**src/rtl/s3w_pkg.sv**
```systemverilog
package s3w_pkg;
    localparam int DW = 8;
    localparam int AW = 5;

    typedef enum logic [3:0] {
        ST_IDLE, ST_CMD, ST_DECODE,
        ST_WR_BITS, ST_WR_STROBE, ST_WR_ADV,
        ST_RD_FETCH, ST_RD_LOAD, ST_RD_CAPT, ST_RD_BITS, ST_RD_ADV,
        ST_DONE
    } ctl_state_t;
endpackage

```
**src/rtl/s3w_pin_sync.sv**
```systemverilog
module s3w_pin_sync #(
    parameter int W      = 3,
    parameter int STAGES = 2
) (
    input  logic         clk,
    input  logic         rst_n,
    input  logic [W-1:0] pin_i,
    output logic [W-1:0] lvl_o,
    output logic [W-1:0] rise_o,
    output logic [W-1:0] fall_o
);
    logic [STAGES-1:0][W-1:0] stage_q;
    logic [W-1:0]             prev_q;

    always_ff @(posedge clk or negedge rst_n) begin
        if (!rst_n) begin
            stage_q <= '0;
            prev_q  <= '0;
        end else begin
            stage_q[0] <= pin_i;
            for (int i = 1; i < STAGES; i++) stage_q[i] <= stage_q[i-1];
            prev_q <= stage_q[STAGES-1];
        end
    end

    assign lvl_o  = stage_q[STAGES-1];
    assign rise_o = stage_q[STAGES-1] & ~prev_q;
    assign fall_o = ~stage_q[STAGES-1] & prev_q;
endmodule

```
**src/rtl/s3w_ctrl.sv**
```systemverilog
module s3w_ctrl
    import s3w_pkg::*;
#(
    parameter int CLK_BURST_LEN = 8,
    parameter int RAM_BURST_LEN = 31
) (
    input  logic          clk,
    input  logic          rst_n,
    input  logic          ce_i,
    input  logic          rise_i,
    input  logic          fall_i,
    input  logic          din_i,
    input  logic [DW-1:0] rdata_i,
    output logic          we_o,
    output logic          re_o,
    output logic          space_o,
    output logic [AW-1:0] addr_o,
    output logic [DW-1:0] wdata_o,
    output logic          dout_o,
    output logic          oe_o,
    output logic [DW-1:0] cmd_o
);
    localparam logic [AW-1:0] CLK_LAST   = AW'(CLK_BURST_LEN - 1);
    localparam logic [AW-1:0] RAM_LAST   = AW'(RAM_BURST_LEN - 1);
    localparam logic [AW-1:0] BURST_CODE = '1;

    ctl_state_t    state, st_n;
    logic [2:0]    bit_cnt, bit_n;
    logic [DW-1:0] sh_q, sh_n, cmd_q, cmd_n, wdata_q, wdata_n;
    logic [AW-1:0] addr_q, addr_n, byte_cnt, bytes_n;
    logic          dout_q, dout_n, oe_q, oe_n, we_q, we_n, re_q, re_n;
    logic          burst, more;

    assign burst = (cmd_q[5:1] == BURST_CODE);
    assign more  = burst && (byte_cnt != (cmd_q[6] ? RAM_LAST : CLK_LAST));

    // state and datapath register
    always_ff @(posedge clk or negedge rst_n) begin
        if (!rst_n) begin
            state    <= ST_IDLE;
            bit_cnt  <= '0;
            sh_q     <= '0;
            cmd_q    <= '0;
            wdata_q  <= '0;
            addr_q   <= '0;
            byte_cnt <= '0;
            dout_q   <= 1'b0;
            oe_q     <= 1'b0;
            we_q     <= 1'b0;
            re_q     <= 1'b0;
        end else begin
            state    <= st_n;
            bit_cnt  <= bit_n;
            sh_q     <= sh_n;
            cmd_q    <= cmd_n;
            wdata_q  <= wdata_n;
            addr_q   <= addr_n;
            byte_cnt <= bytes_n;
            dout_q   <= dout_n;
            oe_q     <= oe_n;
            we_q     <= we_n;
            re_q     <= re_n;
        end
    end

    // transitions and next outputs
    always_comb begin
        st_n    = state;
        bit_n   = bit_cnt;
        sh_n    = sh_q;
        cmd_n   = cmd_q;
        wdata_n = wdata_q;
        addr_n  = addr_q;
        bytes_n = byte_cnt;
        dout_n  = dout_q;
        oe_n    = oe_q;
        we_n    = 1'b0;
        re_n    = 1'b0;
        if (!ce_i) begin
            st_n  = ST_IDLE;
            bit_n = '0;
            oe_n  = 1'b0;
        end else begin
            unique case (state)
                ST_IDLE: begin
                    st_n  = ST_CMD;
                    bit_n = '0;
                end
                ST_CMD: if (rise_i) begin
                    cmd_n = {din_i, cmd_q[DW-1:1]};
                    bit_n = bit_cnt + 3'd1;
                    if (bit_cnt == 3'd7) st_n = ST_DECODE;
                end
                ST_DECODE: begin
                    addr_n  = burst ? '0 : cmd_q[5:1];
                    bytes_n = '0;
                    bit_n   = '0;
                    st_n    = cmd_q[0] ? ST_RD_FETCH : ST_WR_BITS;
                end
                ST_WR_BITS: if (rise_i) begin
                    sh_n  = {din_i, sh_q[DW-1:1]};
                    bit_n = bit_cnt + 3'd1;
                    if (bit_cnt == 3'd7) st_n = ST_WR_STROBE;
                end
                ST_WR_STROBE: begin
                    we_n    = cmd_q[7];
                    wdata_n = sh_q;
                    st_n    = ST_WR_ADV;
                end
                ST_WR_ADV: begin
                    if (more) begin
                        addr_n  = addr_q + 1'b1;
                        bytes_n = byte_cnt + 1'b1;
                        st_n    = ST_WR_BITS;
                    end else begin
                        st_n = ST_DONE;
                    end
                end
                ST_RD_FETCH: begin
                    re_n = 1'b1;
                    st_n = ST_RD_LOAD;
                end
                ST_RD_LOAD: st_n = ST_RD_CAPT;
                ST_RD_CAPT: begin
                    sh_n  = rdata_i;
                    bit_n = '0;
                    st_n  = ST_RD_BITS;
                end
                ST_RD_BITS: if (fall_i) begin
                    dout_n = sh_q[0];
                    sh_n   = {1'b0, sh_q[DW-1:1]};
                    oe_n   = 1'b1;
                    bit_n  = bit_cnt + 3'd1;
                    if (bit_cnt == 3'd7) st_n = ST_RD_ADV;
                end
                ST_RD_ADV: begin
                    if (more) begin
                        addr_n  = addr_q + 1'b1;
                        bytes_n = byte_cnt + 1'b1;
                        st_n    = ST_RD_FETCH;
                    end else begin
                        st_n = ST_DONE;
                    end
                end
                ST_DONE: st_n = ST_DONE;
                default: st_n = ST_IDLE;
            endcase
        end
    end

    assign we_o    = we_q;
    assign re_o    = re_q;
    assign space_o = cmd_q[6];
    assign addr_o  = addr_q;
    assign wdata_o = wdata_q;
    assign dout_o  = dout_q;
    assign oe_o    = oe_q;
    assign cmd_o   = cmd_q;
endmodule

```
**src/rtl/s3w_slave.sv**
```systemverilog
module s3w_slave
    import s3w_pkg::*;
#(
    parameter int SYNC_STAGES   = 2,
    parameter int CLK_BURST_LEN = 8,
    parameter int RAM_BURST_LEN = 31
) (
    input  logic          clk,
    input  logic          rst_n,
    input  logic          ce,
    input  logic          sclk,
    input  logic          dio_in,
    output logic          dio_out,
    output logic          dio_oe,
    output logic          reg_we,
    output logic          reg_re,
    output logic          reg_space,
    output logic [AW-1:0] reg_addr,
    output logic [DW-1:0] reg_wdata,
    input  logic [DW-1:0] reg_rdata
);
    localparam int NPIN = 3;

    logic [NPIN-1:0] pin_lvl, pin_rise, pin_fall;
    logic            ce_s;
    logic [DW-1:0]   cmd_byte;

    s3w_pin_sync #(.W(NPIN), .STAGES(SYNC_STAGES)) u_sync (
        .clk    (clk),
        .rst_n  (rst_n),
        .pin_i  ({ce, sclk, dio_in}),
        .lvl_o  (pin_lvl),
        .rise_o (pin_rise),
        .fall_o (pin_fall)
    );

    assign ce_s = pin_lvl[2];

    s3w_ctrl #(.CLK_BURST_LEN(CLK_BURST_LEN), .RAM_BURST_LEN(RAM_BURST_LEN)) u_ctrl (
        .clk     (clk),
        .rst_n   (rst_n),
        .ce_i    (ce_s),
        .rise_i  (pin_rise[1]),
        .fall_i  (pin_fall[1]),
        .din_i   (pin_lvl[0]),
        .rdata_i (reg_rdata),
        .we_o    (reg_we),
        .re_o    (reg_re),
        .space_o (reg_space),
        .addr_o  (reg_addr),
        .wdata_o (reg_wdata),
        .dout_o  (dio_out),
        .oe_o    (dio_oe),
        .cmd_o   (cmd_byte)
    );
endmodule

```
**config.mk**
```make
export PLATFORM = sky130hd
export DESIGN_NAME = s3w_slave
export DESIGN_NICKNAME = d
export VERILOG_FILES = /design/src/rtl/s3w_pkg.sv /design/src/rtl/s3w_pin_sync.sv /design/src/rtl/s3w_ctrl.sv /design/src/rtl/s3w_slave.sv
export SDC_FILE = /design/constraint.sdc
export NUM_CORES = 1
export LEC_CHECK = 0
export BUFFER_PORTS_ARGS = -buffer_cell sky130_fd_sc_hd__clkbuf_2
export CAP_MARGIN = 40
export CORE_ASPECT_RATIO = 2
export CORE_MARGIN = 1
export CORE_UTILIZATION = 45
export CTS_CLUSTER_DIAMETER = 50
export DETAILED_ROUTE_END_ITERATION = 16
export PLACE_DENSITY = 0.65
export REMOVE_ABC_BUFFERS = 1
export SLEW_MARGIN = 20
export SYNTH_ARGS = -nofsm -noshare
export SYNTH_HDL_FRONTEND = slang
export SYNTH_SLANG_ARGS = --single-unit
```
**constraint.sdc**
```tcl
create_clock -name clk -period 2.5 [get_ports clk]
set_clock_uncertainty 0.15 [all_clocks]
set_input_delay 0.125 -clock clk [delete_from_list [all_inputs] [get_ports clk]]
set_output_delay 0.125 -clock clk [all_outputs]
set_load 0.02 [all_outputs]
```
==> results of run 1 <==
## tightest hold or removal path: stages
cell and delay (ps):
clkbuf_2 70, mux2_2 120, mux2_2 130
## kinds of logic after synthesis
family / after synthesis / synth area share
compound gates: 48 / 0.150
fa+ha+maj: 4 / 0.0188
buf+inv: 28 / 0.0452
flops: 52 / 0.490
mux: 38 / 0.159
simple gates: 60 / 0.137
## timing repair
action                                  CTS  global route
endpoints found under the hold margin    55             0
setup buffers                             0             0
endpoints found under the setup margin    0             0
hold buffers                              4             0
## registers in the layout (all words and copies together) (netlist names), 3 cells and up
register,flops
u_sync.lvl_o,3
u_ctrl.state,4
u_ctrl.cmd_o,8
u_ctrl.bit_cnt,3
u_ctrl.sh_q,8
u_ctrl.byte_cnt,5
u_ctrl.wdata_o,8
u_sync.stage_q,3
u_ctrl.addr_o,5
## synthesized netlist by cell type, drive strengths merged, types with 2 or more instances
master	count	area (um^2)
a22o	2	17.5
nand2b	3	18.8
a221oi	3	26.3
inv	16	60.1
o211ai	5	37.5
mux2	34	383
nor2b	4	25.0
nand4	2	12.5
mux2i	4	40.0
a31oi	2	12.5
and2	2	12.5
nand2	11	41.3
nor2	7	26.3
nor4bb	2	20.0
nor4b	4	35.0
a22oi	2	15.0
ha	4	50.1
buf	8	45.0
or4	2	15.0
dfrtp	52	1300
nor3	5	30.0
o211a	2	20.0
or3	3	18.8
nand3	7	35.0
nand3b	2	15.0
a211oi	3	22.5
o21a	2	15.0
clkbuf	4	15.0
and4bb	2	25.0
o21ai	6	41.3
a21oi	7	35.0
## report_power, final
part / leakage [nW] / total, W / internal, W / switching (W)
registers: 0.700 / 0.000955 / 0.000892 / 0.0000625
logic: 0.679 / 0.000172 / 0.0000888 / 0.0000836
clock network: 0.0667 / 0.000646 / 0.000364 / 0.000282
total: 1.45 / 0.00177 / 0.00135 / 0.000428
## through the flow
stage          utilization  power, W  std cells
5_1_grt              0.535   0.00185        328
4_1_cts              0.535   0.00180        328
6_report             0.535   0.00177        328
2_1_floorplan            -   0.00106        218
3_5_place_dp         0.505   0.00114        317
3_3_place_gp         0.505   0.00114        317
## metal layers
| layer | track usage | vias up |
|---|---|---|
| met1 | 0.208 | 968 |
| met3 | 0.0455 | 11 |
| met5 | 0 | - |
| li1 | - | 926 |
| met2 | 0.328 | 44 |
| met4 | 0.101 | 0 |
## area by class of cell
type / count / area, um^2
clock buffer: 6 / 129
clock inverter: 1 / 5.00
fill: 512 / 2650
inverter: 16 / 60.1
multi-input combinational: 150 / 1230
sequential: 52 / 1300
tap: 61 / 76.3
timing repair buffer: 42 / 250
## how the worst max path moves through the flow
stage	endpoint	cells after the start
global route	u_ctrl.sh_q[4]$_DFFE_PN0P_	4
finish	u_ctrl.sh_q[4]$_DFFE_PN0P_	4
detailed placement	u_ctrl.sh_q[3]$_DFFE_PN0P_	4
floorplan	u_ctrl.addr_o[1]$_DFFE_PN0P_	4
global placement	u_ctrl.sh_q[4]$_DFFE_PN0P_	4
CTS	u_ctrl.sh_q[4]$_DFFE_PN0P_	4
==> results.md, run 1 <==
* Sequential fraction of the synthesis area at 0.490
* Status: complete, no violations
* WS Path Type: reg -> reg
* Mapped Area at 2660 um^2
* Most frequent cells in the layout: 52 x dfrtp_1, 34 x mux2_2, 30 x clkbuf_2
* Clk buf depth at 2
* Routed length on met1 at 2.05 mm
* Die X at 56.3 um
* Setup WS pre-CTS at 309 ps
* Root buf cell: clkbuf_16
* Final Instance Area at 3060 um^2
* Avg Inst Size Synth at 11.5 um^2
* Hold WC Path Type: in -> reg
* Worst skew pair latency at 290 ps
* Die height at 111 um
* Commonest non-fill, non-tap cell in the layout: dfrtp_1
* Hold Crit Endpoint: u_ctrl.sh_q[0]$_DFFE_PN0P_
* Least-Margin Pin Slew at 653 ps
* Crit path max-delay family: simple AND/OR/NAND/NOR gates
* Clk slew on worst S/H paths at 60 ps
* Wirelength per Cell at 16.2 um
* Crit share post-route at 0.876
* Critical path origin: u_ctrl.state[2]$_DFFE_PN0P_
* DR WL met3 at 181 um
* YS warnings at 0
* FFs w/ async S/R, synth at 1.00
* Main flop type after synthesis: dfrtp_1
* Core area at 5710 um^2
* Data arrival time of the worst path at 2210 ps
* # DRC at 0
* Hpwl dp at 3.94 mm
* Max-cap violation count at 0
* VDD IR max at 0.694 mV
* Worst hold stages at 3
* Vias at 1949
* Initial Util at 0.465
* Initial antenna violation count at 0
* Via density at 5.94
* Initial DRC Count at 64
* Cells along the critical path: nand2b_1 > nor3_2 > mux2_2 > mux2_2
* Antenna diode count at 0
* CP Buf/Inv Count at 0
* RD Place Congestion at 0.818
* Final min period at 2190 ps
* CTS tree: done
* Slowest CP cell: dfrtp_1
* Setup violators final at 0
* Mapped Cells at 230
* Nets at 284
* Yosys reg bits at 52
* Number of flops mapped to enable cells by yosys at 0
* Worst endpoint required time at 2520 ps
* Die ar. at 6230 um^2
* Dpl cell area at 2880 um^2
* Met2 wire length at 2.89 mm
* H-tree depth at 2
* Max-slew violation count at 0
* Worst path most repeated cell: mux2_2
* Antenna-violating nets left at 0
* I/O Buffers at 30
* Cts bufs inserted at 5
* Max frequency at 0.457 GHz
* Number of global-route vias before repair at 1965
* Hold Crit Start: reg_rdata[0]
* Rows at 39
* CP max FO at 13
* Slowest stage delay, CP at 500 ps
* CP Capture Type: flip-flop
* RSZ-0062 raised after global routing: no
* Pleak at 1.45 nW
* R2R Path Start: u_ctrl.state[2]$_DFFE_PN0P_
* Gr usage total at 0.189
* Cell area power density at 580 nW/um^2
* Setup TNS at 0 ps
* First-pass DRT Iterations at 4
* Worst setup margin at 310 ps
* Min Hold Slack at 40.0 ps
* First-pass GRT wire length at 9.25 mm
* Largest net degree at the start of global routing at 30
* Fraction of final layout cells sized beyond drive strength 1 at 0.318
* Post_cts resized at 0
* Yosys cell types at 52
* Worst slew margin at 0.564
* Final Hold Viols at 0
* FF-to-FF setup slack at 310 ps
* Top layer in use: met4
* Area grow syn2layout at 15.1%
* I/O Pins at 31
* GR Overflow Total at 0
* Drt total wl at 5.31 mm
* Register-to-Register Path Depth at 4
* Clock sinks at 52
* Capturing point of the worst reg2reg path: u_ctrl.sh_q[4]$_DFFE_PN0P_
* Startpoint Class: flip-flop
Note: power is estimated with default switching activity, not from simulation.
==> run 2, diff against run 1 <==
--- a/config.mk
+++ b/config.mk
@@ -12,7 +12,7 @@
 export CORE_UTILIZATION = 45
 export CTS_CLUSTER_DIAMETER = 50
 export DETAILED_ROUTE_END_ITERATION = 16
-export PLACE_DENSITY = 0.65
+export GPL_TIMING_DRIVEN = 1
 export REMOVE_ABC_BUFFERS = 1
 export SLEW_MARGIN = 20
 export SYNTH_ARGS = -nofsm -noshare
==> results.md, run 2 (synthesized netlist as in run 1, its figures left out) <==
* Hold WC Path Type: in -> reg (unchanged)
* Rows at 39 (unchanged)
* Initial DRC Count at 48 (was 64)
* # DRC at 0 (unchanged)
* Least-Margin Pin Slew at 661 ps (was 653 ps)
* Cell area power density at 595 nW/um^2 (was 580 nW/um^2)
* Max frequency at 0.457 GHz (about the same)
* Cells along the critical path: nor4bb_1 > buf_4 > o2111ai_4 > o21ai_4 > mux2_2 (was nand2b_1 > nor3_2 > mux2_2 > mux2_2)
* DP Cell Count at 320 (was 317)
* Die X at 56.3 um (unchanged)
* Vias at 1935 (was 1949)
* Number of global-route vias before repair at 2025 (was 1965)
* Non-filler instance count after layout at 332 (was 328)
* Slowest stage delay, CP at 550 ps (was 500 ps)
* Fraction of final layout cells sized beyond drive strength 1 at 0.332 (was 0.318)
* Util after Layout at 0.543 (was 0.535)
* Total Power at 0.00184 W (was 0.00177 W)
* Clk slew on worst S/H paths at 70 ps (was 60 ps)
* Worst skew pair latency at 300 ps (was 290 ps)
* Die ar. at 6230 um^2 (unchanged)
* Clk buf depth at 2 (unchanged)
* Cts bufs inserted at 5 (unchanged)
* Crit path max-delay family: flip-flops (was simple AND/OR/NAND/NOR gates)
* Crit share post-route at 0.875 (was 0.876)
* Root buf cell: clkbuf_16 (unchanged)
* Post_cts resized at 0 (unchanged)
* Wirelength per Cell at 16.7 um (was 16.2 um)
* Largest net degree at the start of global routing at 53 (was 30)
* Worst slew margin at 0.560 (was 0.564)
* Most frequent cells in the layout: 52 x dfrtp_1, 34 x mux2_2, 30 x clkbuf_2 (unchanged)
* Max-slew violation count at 0 (unchanged)
* CP max FO at 13 (unchanged)
* Area grow syn2layout at 16.6% (was 15.1%)
* Clock sinks at 52 (unchanged)
* Antenna diode count at 0 (unchanged)
* RSZ-0062 raised after global routing: no (unchanged)
* Data arrival time of the worst path at 2220 ps (was 2210 ps)
* Slowest CP cell: dfrtp_1 (unchanged)
* Hpwl dp at 4.03 mm (was 3.94 mm)
* # hold bufs at CTS at 4 (unchanged)
* Status: complete, no violations (unchanged)
* Gr usage total at 0.199 (was 0.189)
* VDD IR max at 0.696 mV (was 0.694 mV)
* RD Place Congestion at 0.870 (was 0.818)
* H-tree depth at 2 (unchanged)
* I/O Pins at 31 (unchanged)
* WS Path Type: reg -> reg (unchanged)
* CTS tree: done (unchanged)
* First-pass DRT Iterations at 4 (unchanged)
* Pleak at 1.47 nW (was 1.45 nW)
* CP Buf/Inv Count at 1 (was 0)
* Setup violators final at 0 (unchanged)
* Worst endpoint required time at 2530 ps (was 2520 ps)
* Via density at 5.83 (was 5.94)
* Core area at 5710 um^2 (unchanged)
* Final Hold Viols at 0 (unchanged)
* First-pass GRT wire length at 9.57 mm (was 9.25 mm)
* CP Capture Type: flip-flop (unchanged)
* Final min period at 2190 ps (about the same)
* Filler instances at 523 (was 512)
* I/O Buffers at 30 (unchanged)
* Initial Util at 0.465 (unchanged)
* Max-cap violation count at 0 (unchanged)
* GR Overflow Total at 0 (unchanged)
* Post-CTS Setup Bufs at 0 (unchanged)
* Initial antenna violation count at 0 (unchanged)
* Nets at 287 (was 284)
* Commonest non-fill, non-tap cell in the layout: dfrtp_1 (unchanged)
* Drt total wl at 5.54 mm (was 5.31 mm)
* Antenna-violating nets left at 0 (unchanged)
* Die height at 111 um (unchanged)
* Startpoint Class: flip-flop (unchanged)
==> run 2: cell types whose count changed in the layout (fill, tap and decap cells not counted) <==
cell / delta
buf_4: +3
clkbuf_1: -1
clkbuf_8: +1
inv_6: +1
==> run 2: per-layer routing <==
layer  vias up  track usage  share of wire
li1        934            -              -
met1       946        0.220           0.39
met2        42        0.351           0.55
met3        13       0.0362          0.027
met4         0        0.106          0.033
met5         -            0              0
==> run 2: power by group <==
group          total [W]  switching, W  internal (W)
Combinational   0.000177     0.0000863     0.0000905
Clock           0.000713      0.000312      0.000401
Sequential      0.000952     0.0000606      0.000892
Total            0.00184      0.000459       0.00138
==> run 2: metrics by stage <==
step	cell area, um^2	setup TNS, ps	setup slack, ps	hold slack [ps]
floorplan	2600	-72.7	-65.9	-321
global placement	2910	0	365	84.2
detailed placement	2910	0	337	84.7
CTS	3100	0	318	38.9
global route	3100	0	161	39.8
finish	3100	0	313	40.9
==> run 2: cell type report <==
type                            instances  area [um^2]  share of cell area
Clock inverter                          2         13.8             0.00444
Tap cell                               61         76.3              0.0246
Inverter                               16         60.1              0.0194
Sequential cell                        52         1300               0.420
Clock buffer                            6          139              0.0448
Multi-Input combinational cell        150         1230               0.399
Timing Repair Buffer                   45          273              0.0880
==> run 2: worst min-delay path, delay by kind of cell <==
kind	cells	cell delay, ps
muxes	2	260
buffers and inverters	1	70
==> run 2: worst paths after layout <==
kind / start / to / slack [ps] / cells past startpoint
min reg2reg: u_sync.stage_q[2]$_DFF_PN0_ / u_sync.lvl_o[2]$_DFF_PN0_ / 200 / 0
max in group asynchronous: rst_n / u_ctrl.bit_cnt[2]$_DFFE_PN0P_ / 1420 / 3
min: reg_rdata[3] / u_ctrl.sh_q[3]$_DFFE_PN0P_ / 40 / 3
min in group asynchronous: rst_n / u_ctrl.addr_o[3]$_DFFE_PN0P_ / 330 / 3
max reg2reg: u_ctrl.state[1]$_DFFE_PN0P_ / u_ctrl.addr_o[1]$_DFFE_PN0P_ / 310 / 5
max: u_ctrl.state[1]$_DFFE_PN0P_ / u_ctrl.addr_o[1]$_DFFE_PN0P_ / 310 / 5
